### src/rtl/vram_rt_pkg.sv
`timescale 1ns/1ps
package vram_rt_pkg;
  localparam int NBANK     = 9;
  localparam int BANK_AW   = 17;
  localparam int NREGION   = 5;
  localparam int TBL_TOTAL = 66;
  localparam int TBL_AW    = $clog2(TBL_TOTAL);
  localparam int IDX_W     = 5;

  localparam logic [2:0] RG_ABG  = 3'd0;
  localparam logic [2:0] RG_AOBJ = 3'd1;
  localparam logic [2:0] RG_BBG  = 3'd2;
  localparam logic [2:0] RG_BOBJ = 3'd3;
  localparam logic [2:0] RG_SUB  = 3'd4;

  typedef enum logic [2:0] {
    SEL_ABG = 3'd0, SEL_AOBJ = 3'd1, SEL_BBG = 3'd2, SEL_BOBJ = 3'd3,
    SEL_SUB = 3'd4, SEL_AUTO_BG = 3'd5, SEL_AUTO_OBJ = 3'd6, SEL_NONE = 3'd7
  } sel_e;

  // address bits kept by each bank
  function automatic int bank_aw(input int b);
    if (b < 4)       return 17;
    else if (b == 4) return 16;
    else if (b == 7) return 15;
    else             return 14;
  endfunction

  // banks a region may reach
  function automatic logic [NBANK-1:0] region_perm(input logic [2:0] r);
    case (r)
      RG_ABG:  return 9'h07F;
      RG_AOBJ: return 9'h073;
      RG_BBG:  return 9'h184;
      RG_BOBJ: return 9'h108;
      RG_SUB:  return 9'h00C;
      default: return '0;
    endcase
  endfunction

  function automatic int tbl_depth(input logic [2:0] r);
    case (r)
      RG_ABG:  return 32;
      RG_AOBJ: return 16;
      RG_SUB:  return 2;
      default: return 8;
    endcase
  endfunction

  function automatic int tbl_base(input logic [2:0] r);
    case (r)
      RG_ABG:  return 0;
      RG_AOBJ: return 32;
      RG_BBG:  return 48;
      RG_BOBJ: return 56;
      default: return 64;
    endcase
  endfunction
endpackage

### src/rtl/vram_rt_decode.sv
`timescale 1ns/1ps
module vram_rt_decode
  import vram_rt_pkg::*;
#(
  parameter int          PAGE_SHIFT   = 14,
  parameter int          SUB_PAGE_BIT = 17,
  parameter logic [10:0] ABG_BASE     = 11'h030,
  parameter logic [10:0] AOBJ_BASE    = 11'h032
) (
  input  logic [2:0]        sel,
  input  logic [31:0]       addr,
  output logic [2:0]        region,
  output logic              hit,
  output logic [TBL_AW-1:0] slot
);
  logic [31:0] page;
  logic [31:0] wrapped;

  always_comb begin
    hit    = 1'b1;
    region = RG_ABG;
    case (sel_e'(sel))
      SEL_ABG:      region = RG_ABG;
      SEL_AOBJ:     region = RG_AOBJ;
      SEL_BBG:      region = RG_BBG;
      SEL_BOBJ:     region = RG_BOBJ;
      SEL_SUB:      region = RG_SUB;
      // automatic split on the upper address bits
      SEL_AUTO_BG:  region = (addr[31:21] == ABG_BASE)  ? RG_ABG  : RG_BBG;
      SEL_AUTO_OBJ: region = (addr[31:21] == AOBJ_BASE) ? RG_AOBJ : RG_BOBJ;
      default:      hit = 1'b0;
    endcase
  end

  // page number wrapped to the table of the region
  always_comb begin
    if (region == RG_SUB) page = {31'd0, addr[SUB_PAGE_BIT]};
    else                  page = addr >> PAGE_SHIFT;
    wrapped = page & (32'(tbl_depth(region)) - 32'd1);
    slot    = TBL_AW'(32'(tbl_base(region)) + wrapped);
  end
endmodule

### src/rtl/vram_rt_table.sv
`timescale 1ns/1ps
module vram_rt_table
  import vram_rt_pkg::*;
(
  input  logic              clk,
  input  logic              rst_n,
  input  logic              wr_en,
  input  logic [2:0]        wr_region,
  input  logic [IDX_W-1:0]  wr_index,
  input  logic [NBANK-1:0]  wr_mask,
  input  logic [TBL_AW-1:0] rd_slot,
  output logic [NBANK-1:0]  rd_mask
);
  logic [NBANK-1:0]  ent [TBL_TOTAL];
  logic [TBL_AW-1:0] wr_slot;
  logic              wr_ok;

  // index wraps to the depth of the addressed table
  always_comb begin
    wr_ok   = wr_en && (wr_region < 3'(NREGION));
    wr_slot = TBL_AW'(32'(tbl_base(wr_region)) +
                      (32'(wr_index) & (32'(tbl_depth(wr_region)) - 32'd1)));
  end

  // forbidden banks are dropped when the entry is stored
  always_ff @(posedge clk) begin
    if (!rst_n) begin
      for (int i = 0; i < TBL_TOTAL; i++) ent[i] <= '0;
    end else if (wr_ok) begin
      ent[wr_slot] <= wr_mask & region_perm(wr_region);
    end
  end

  assign rd_mask = ent[rd_slot];
endmodule

### src/rtl/vram_rt_fanout.sv
`timescale 1ns/1ps
module vram_rt_fanout
  import vram_rt_pkg::*;
#(
  parameter int DATA_W = 32
) (
  input  logic                     go,
  input  logic                     we,
  input  logic [NBANK-1:0]         mask,
  input  logic [BANK_AW-1:0]       addr,
  input  logic [DATA_W-1:0]        wdata,
  output logic [NBANK-1:0]         bank_en,
  output logic                     bank_we,
  output logic [NBANK*BANK_AW-1:0] bank_addr,
  output logic [DATA_W-1:0]        bank_wdata
);
  assign bank_we    = go & we;
  assign bank_wdata = wdata;

  // each bank sees the offset wrapped to its own size
  for (genvar b = 0; b < NBANK; b++) begin : g_bank
    localparam int AWB = bank_aw(b);
    assign bank_en[b] = go & mask[b];
    if (AWB < BANK_AW) begin : g_pad
      assign bank_addr[b*BANK_AW +: BANK_AW] = {{(BANK_AW-AWB){1'b0}}, addr[AWB-1:0]};
    end else begin : g_full
      assign bank_addr[b*BANK_AW +: BANK_AW] = addr;
    end
  end
endmodule

### src/rtl/vram_rt_merge.sv
`timescale 1ns/1ps
module vram_rt_merge
  import vram_rt_pkg::*;
#(
  parameter int DATA_W = 32
) (
  input  logic                    clk,
  input  logic                    rst_n,
  input  logic                    rd_go,
  input  logic [NBANK-1:0]        rd_mask,
  input  logic [NBANK*DATA_W-1:0] bank_rdata,
  input  logic                    rsp_ready,
  output logic                    rsp_valid,
  output logic [DATA_W-1:0]       rsp_data
);
  logic [NBANK-1:0]  mask_q;
  logic [DATA_W-1:0] merged;

  always_ff @(posedge clk) begin
    if (!rst_n) begin
      rsp_valid <= 1'b0;
      mask_q    <= '0;
    end else if (rd_go) begin
      rsp_valid <= 1'b1;
      mask_q    <= rd_mask;
    end else if (rsp_ready) begin
      rsp_valid <= 1'b0;
    end
  end

  // OR of every bank that took part in the read
  always_comb begin
    merged = '0;
    for (int b = 0; b < NBANK; b++)
      if (mask_q[b]) merged = merged | bank_rdata[b*DATA_W +: DATA_W];
    rsp_data = rsp_valid ? merged : '0;
  end


  read_rsp_chk: assert property (@(posedge clk) disable iff (!rst_n)
    rd_go |=> rsp_valid);

  rsp_origin_chk: assert property (@(posedge clk) disable iff (!rst_n)
    $rose(rsp_valid) |-> $past(rd_go));

  rsp_hold_chk: assert property (@(posedge clk) disable iff (!rst_n)
    (rsp_valid && !rsp_ready) |=> rsp_valid);
endmodule

### src/rtl/vram_router.sv
`timescale 1ns/1ps
module vram_router
  import vram_rt_pkg::*;
#(
  parameter int          DATA_W       = 32,
  parameter int          PAGE_SHIFT   = 14,
  parameter int          SUB_PAGE_BIT = 17,
  parameter logic [10:0] ABG_BASE     = 11'h030,
  parameter logic [10:0] AOBJ_BASE    = 11'h032
) (
  input  logic                     clk,
  input  logic                     rst_n,
  input  logic                     req_valid,
  output logic                     req_ready,
  input  logic [2:0]               req_sel,
  input  logic [31:0]              req_addr,
  input  logic                     req_we,
  input  logic [DATA_W-1:0]        req_wdata,
  output logic                     rsp_valid,
  input  logic                     rsp_ready,
  output logic [DATA_W-1:0]        rsp_data,
  input  logic                     pt_we,
  input  logic [2:0]               pt_region,
  input  logic [IDX_W-1:0]         pt_index,
  input  logic [NBANK-1:0]         pt_mask,
  output logic [NBANK-1:0]         bank_en,
  output logic                     bank_we,
  output logic [NBANK*BANK_AW-1:0] bank_addr,
  output logic [DATA_W-1:0]        bank_wdata,
  input  logic [NBANK*DATA_W-1:0]  bank_rdata
);
  logic [2:0]        dec_region;
  logic              dec_hit;
  logic [TBL_AW-1:0] dec_slot;
  logic [NBANK-1:0]  tbl_mask;
  logic [NBANK-1:0]  eff_mask;
  logic              accepted;

  // stall only while a response waits
  assign req_ready = !(rsp_valid && !rsp_ready);
  assign accepted  = req_valid && req_ready;
  assign eff_mask  = dec_hit ? tbl_mask : '0;

  vram_rt_decode #(
    .PAGE_SHIFT(PAGE_SHIFT), .SUB_PAGE_BIT(SUB_PAGE_BIT),
    .ABG_BASE(ABG_BASE), .AOBJ_BASE(AOBJ_BASE)
  ) u_decode (
    .sel(req_sel), .addr(req_addr),
    .region(dec_region), .hit(dec_hit), .slot(dec_slot)
  );

  vram_rt_table u_table (
    .clk(clk), .rst_n(rst_n),
    .wr_en(pt_we), .wr_region(pt_region), .wr_index(pt_index), .wr_mask(pt_mask),
    .rd_slot(dec_slot), .rd_mask(tbl_mask)
  );

  vram_rt_fanout #(.DATA_W(DATA_W)) u_fanout (
    .go(accepted), .we(req_we), .mask(eff_mask),
    .addr(req_addr[BANK_AW-1:0]), .wdata(req_wdata),
    .bank_en(bank_en), .bank_we(bank_we),
    .bank_addr(bank_addr), .bank_wdata(bank_wdata)
  );

  vram_rt_merge #(.DATA_W(DATA_W)) u_merge (
    .clk(clk), .rst_n(rst_n),
    .rd_go(accepted && !req_we), .rd_mask(eff_mask),
    .bank_rdata(bank_rdata), .rsp_ready(rsp_ready),
    .rsp_valid(rsp_valid), .rsp_data(rsp_data)
  );


  perm_chk: assert property (@(posedge clk) disable iff (!rst_n)
    (bank_en & ~region_perm(dec_region)) == '0);

  stall_quiet_chk: assert property (@(posedge clk) disable iff (!rst_n)
    !req_ready |-> (bank_en == '0 && !bank_we));

  no_target_chk: assert property (@(posedge clk) disable iff (!rst_n)
    (req_sel == 3'd7) |-> (bank_en == '0));

  write_origin_chk: assert property (@(posedge clk) disable iff (!rst_n)
    bank_we |-> (req_valid && req_we));
endmodule

### config.mk
export PLATFORM = sky130hd
export DESIGN_NAME = vram_router
export DESIGN_NICKNAME = d
export VERILOG_FILES = /design/src/rtl/vram_rt_pkg.sv /design/src/rtl/vram_rt_decode.sv /design/src/rtl/vram_rt_table.sv /design/src/rtl/vram_rt_fanout.sv /design/src/rtl/vram_rt_merge.sv /design/src/rtl/vram_router.sv
export SDC_FILE = /design/constraint.sdc
export NUM_CORES = 2
export LEC_CHECK = 0
export ABC_AREA = 0
export BUFFER_PORTS_ARGS = -buffer_cell sky130_fd_sc_hd__buf_2
export CAP_MARGIN = 20
export CORE_MARGIN = 3
export CORE_UTILIZATION = 40
export DETAILED_ROUTE_END_ITERATION = 6
export PLACE_DENSITY = 0.56
export SLEW_MARGIN = 20
export SYNTH_ARGS = -nofsm -noshare
export SYNTH_HDL_FRONTEND = slang
export SYNTH_HIERARCHICAL = 1
export SYNTH_SLANG_ARGS = --single-unit
### constraint.sdc
create_clock -name clk -period 11 [get_ports clk]
set_input_delay 2.2 -clock clk [delete_from_list [all_inputs] [get_ports clk]]
set_output_delay 2.2 -clock clk [all_outputs]
set_load 0.1 [all_outputs]
==> flow_metrics.env <==
export IMPL_status="finished, final reports clean"
export IMPL_fp_dieW_um=367
export IMPL_maxCapViolCount=0
export IMPL_r2r_end="u_merge/mask_q[4]$_SDFFE_PN0P_"
export IMPL_num_io_pins=607
export IMPL_syn_area_um2=52100
export IMPL_num_rows=131
export IMPL_cp_end_kind="primary output"
export IMPL_grtUsageTotal=0.258
export IMPL_rr_worst_depth=7
export IMPL_pre_cts_ws_ps=1800
export IMPL_cts_tree="built"
export IMPL_drt_iter0_drc=3717
export IMPL_path_cells="buf_2 > nor2b_2 > nand2b_2 > inv_2 > mux2_8 > buf_12 > mux4_2 > mux4_2 > mux4_2 > mux2_2 > and2_1 > and2_1 > buf_2"
export IMPL_post_dp_hpwl_um=124000
export IMPL_clk_latency_ps=710
export IMPL_regArea_um2=34800
export IMPL_die_area_um2=135000
export IMPL_critPathArrivalTime_ps=6960
export IMPL_synth_area_per_cell_um2=16.8
export IMPL_viasPerCell=6.06
export IMPL_max_clock_freq_mhz=109
export IMPL_grt_pass1_vias=30200
export IMPL_clkSlewWorstSetupHoldPaths_ps=60
export IMPL_critical_path_slowest_cell="mux2_8"
export IMPL_grt_overflow=0
export IMPL_path_class="in2out"
export IMPL_period_needed_ps=9160
export IMPL_setup_viol=0
export IMPL_vias=30700
export IMPL_cts_setup_buffers=0
export IMPL_p_per_area_nw_per_um2=172
export IMPL_cts_buffers=118
export IMPL_worstMarginPinSlew_ps=1120
export IMPL_finalMaxSlewViolations=0
export IMPL_startpoint_type="input pin"
export IMPL_hold_viol=0
export IMPL_antenna_found_initial=56
export IMPL_rr_startpoint="u_table/ent[21][4]$_SDFFCE_PN0P_"
export IMPL_areaGrowthSynthToFinish_pct=11.8
export IMPL_rrSetupSlack_ps=7900
export IMPL_slowest_delay_ps=650
export IMPL_multi_input_area_um2=14800
export IMPL_portBuffers=388
export IMPL_crit_path_max_fanout=62
export IMPL_clock_sinks=1162
export IMPL_clockBufferDepth=3
export IMPL_worstPathRequired_ps=8800
export IMPL_first_pass_iters=6
export IMPL_synth_cells=3103
export IMPL_min_period_over_period=0.833
export IMPL_max_slew_margin=0.250
export IMPL_rsz0062_at_grt="no"
export IMPL_h_tree_depth=3
export IMPL_ys_warn_count=6
export IMPL_crit_top_cell="mux4_2"
export IMPL_ctsHoldBuffers=0
export IMPL_post_cts_resized=0
export IMPL_cts_root_buffer="clkbuf_16"
export IMPL_finalWorstSetupSlack_ps=1840
export IMPL_p_leak_nw=16.8
export IMPL_crit_start="req_sel[2]"
export IMPL_drt_wl_total_um=177000
export IMPL_wl_per_cell_um=35.0
export IMPL_ant_nets=0
export IMPL_grt_start_max_net_pins=81
export IMPL_nets=3595
export IMPL_grt_pass1_wl_um=244000
export IMPL_skew_ps=47.2
export IMPL_setup_tns_ps=0
export IMPL_start_util=0.406
export IMPL_drc=0
export IMPL_ir_drop_v=0.000120
export IMPL_fp_dieH_um=367
export IMPL_fillers=11200
export IMPL_routabilityCongestion=1.00
export IMPL_hold_class="reg2reg"
export IMPL_endpoint="bank_en[5]"
export IMPL_drive_gt1_frac=0.330
export IMPL_core_um2=129000
==> flip-flops by register name, summed over array words and instances (netlist names) <==
register / count
u_table/ent: 1152
u_merge/mask_q: 9
u_merge/rsp_valid: 1
==> final cells by class <==
type	count	area share
sequential	1162	0.597
multi-input combinational	1450	0.254
clock buffer	152	0.0539
timing repair buffer	464	0.0451
tap	1729	0.0371
clock inverter	68	0.0106
antenna	26	0.00112
inverter	14	0.00107
==> how the worst min path moves through the flow <==
stage               slack (ps)  depth (start not counted)                              to                            from
floorplan                  620                          3  u_merge/mask_q[6]$_SDFFE_PN0P_  u_merge/mask_q[6]$_SDFFE_PN0P_
global placement           490                          2  u_merge/mask_q[0]$_SDFFE_PN0P_  u_merge/mask_q[0]$_SDFFE_PN0P_
detailed placement         500                          2  u_merge/mask_q[8]$_SDFFE_PN0P_  u_merge/mask_q[8]$_SDFFE_PN0P_
CTS                        520                          2  u_merge/mask_q[8]$_SDFFE_PN0P_  u_merge/mask_q[8]$_SDFFE_PN0P_
global route               570                          2  u_merge/mask_q[2]$_SDFFE_PN0P_  u_merge/mask_q[2]$_SDFFE_PN0P_
finish                     510                          2  u_merge/mask_q[8]$_SDFFE_PN0P_  u_merge/mask_q[8]$_SDFFE_PN0P_
==> stage by stage <==
| step | hold WS (ps) | utilization | cells | power (mW) | area (um^2) |
|---|---|---|---|---|---|
| 2_1_floorplan | 616 | - | 3114 | 6.07 | 52200 |
| 3_3_place_gp | 487 | 0.424 | 4819 | 6.20 | 54400 |
| 3_5_place_dp | 502 | 0.424 | 4819 | 6.22 | 54400 |
| 4_1_cts | 520 | 0.453 | 5039 | 10.1 | 58200 |
| 5_1_grt | 572 | 0.453 | 5053 | 10.3 | 58200 |
| 6_report | 514 | 0.453 | 5065 | 10.0 | 58300 |
==> critical path, delay by kind of cell <==
kind	cells	cell delay, ps
buf+inv	4	1020
mux	5	2690
simple gates	4	710
==> power breakdown <==
group | internal (mW) | total [mW] | leakage (nW) | switching, mW
Clock | 2.24 | 3.90 | 1.84 | 1.66
Sequential | 4.96 | 5.00 | 9.62 | 0.0372
Combinational | 0.392 | 1.13 | 5.29 | 0.736
==> cells in the final DEF, fill, tap and decap left out, types with 23 or more instances in the layout <==
cell       count
a221oi_2      29
a222oi_1      32
a22o_1        29
a22oi_1       32
a31oi_1       32
and2_1        23
buf_2        387
buf_4         68
clkbuf_1      30
clkbuf_16    120
clkinv_1      29
clkinv_2      29
diode_2       26
edfxtp_1    1152
mux4_2       378
nand2_1       29
nand4_1       33
nor2_1       280
nor3_1       368
o21ai_1       42
==> metal layers <==
layer	track usage	part of all wire	vias to the layer above
met5	0.000356	0.00027	-
met3	0.0728	0.094	353
met1	0.318	0.36	16100
li1	-	-	12600
met4	0.129	0.059	8
met2	0.420	0.49	1629
No activity file was read; power rests on OpenSTA's default activity.
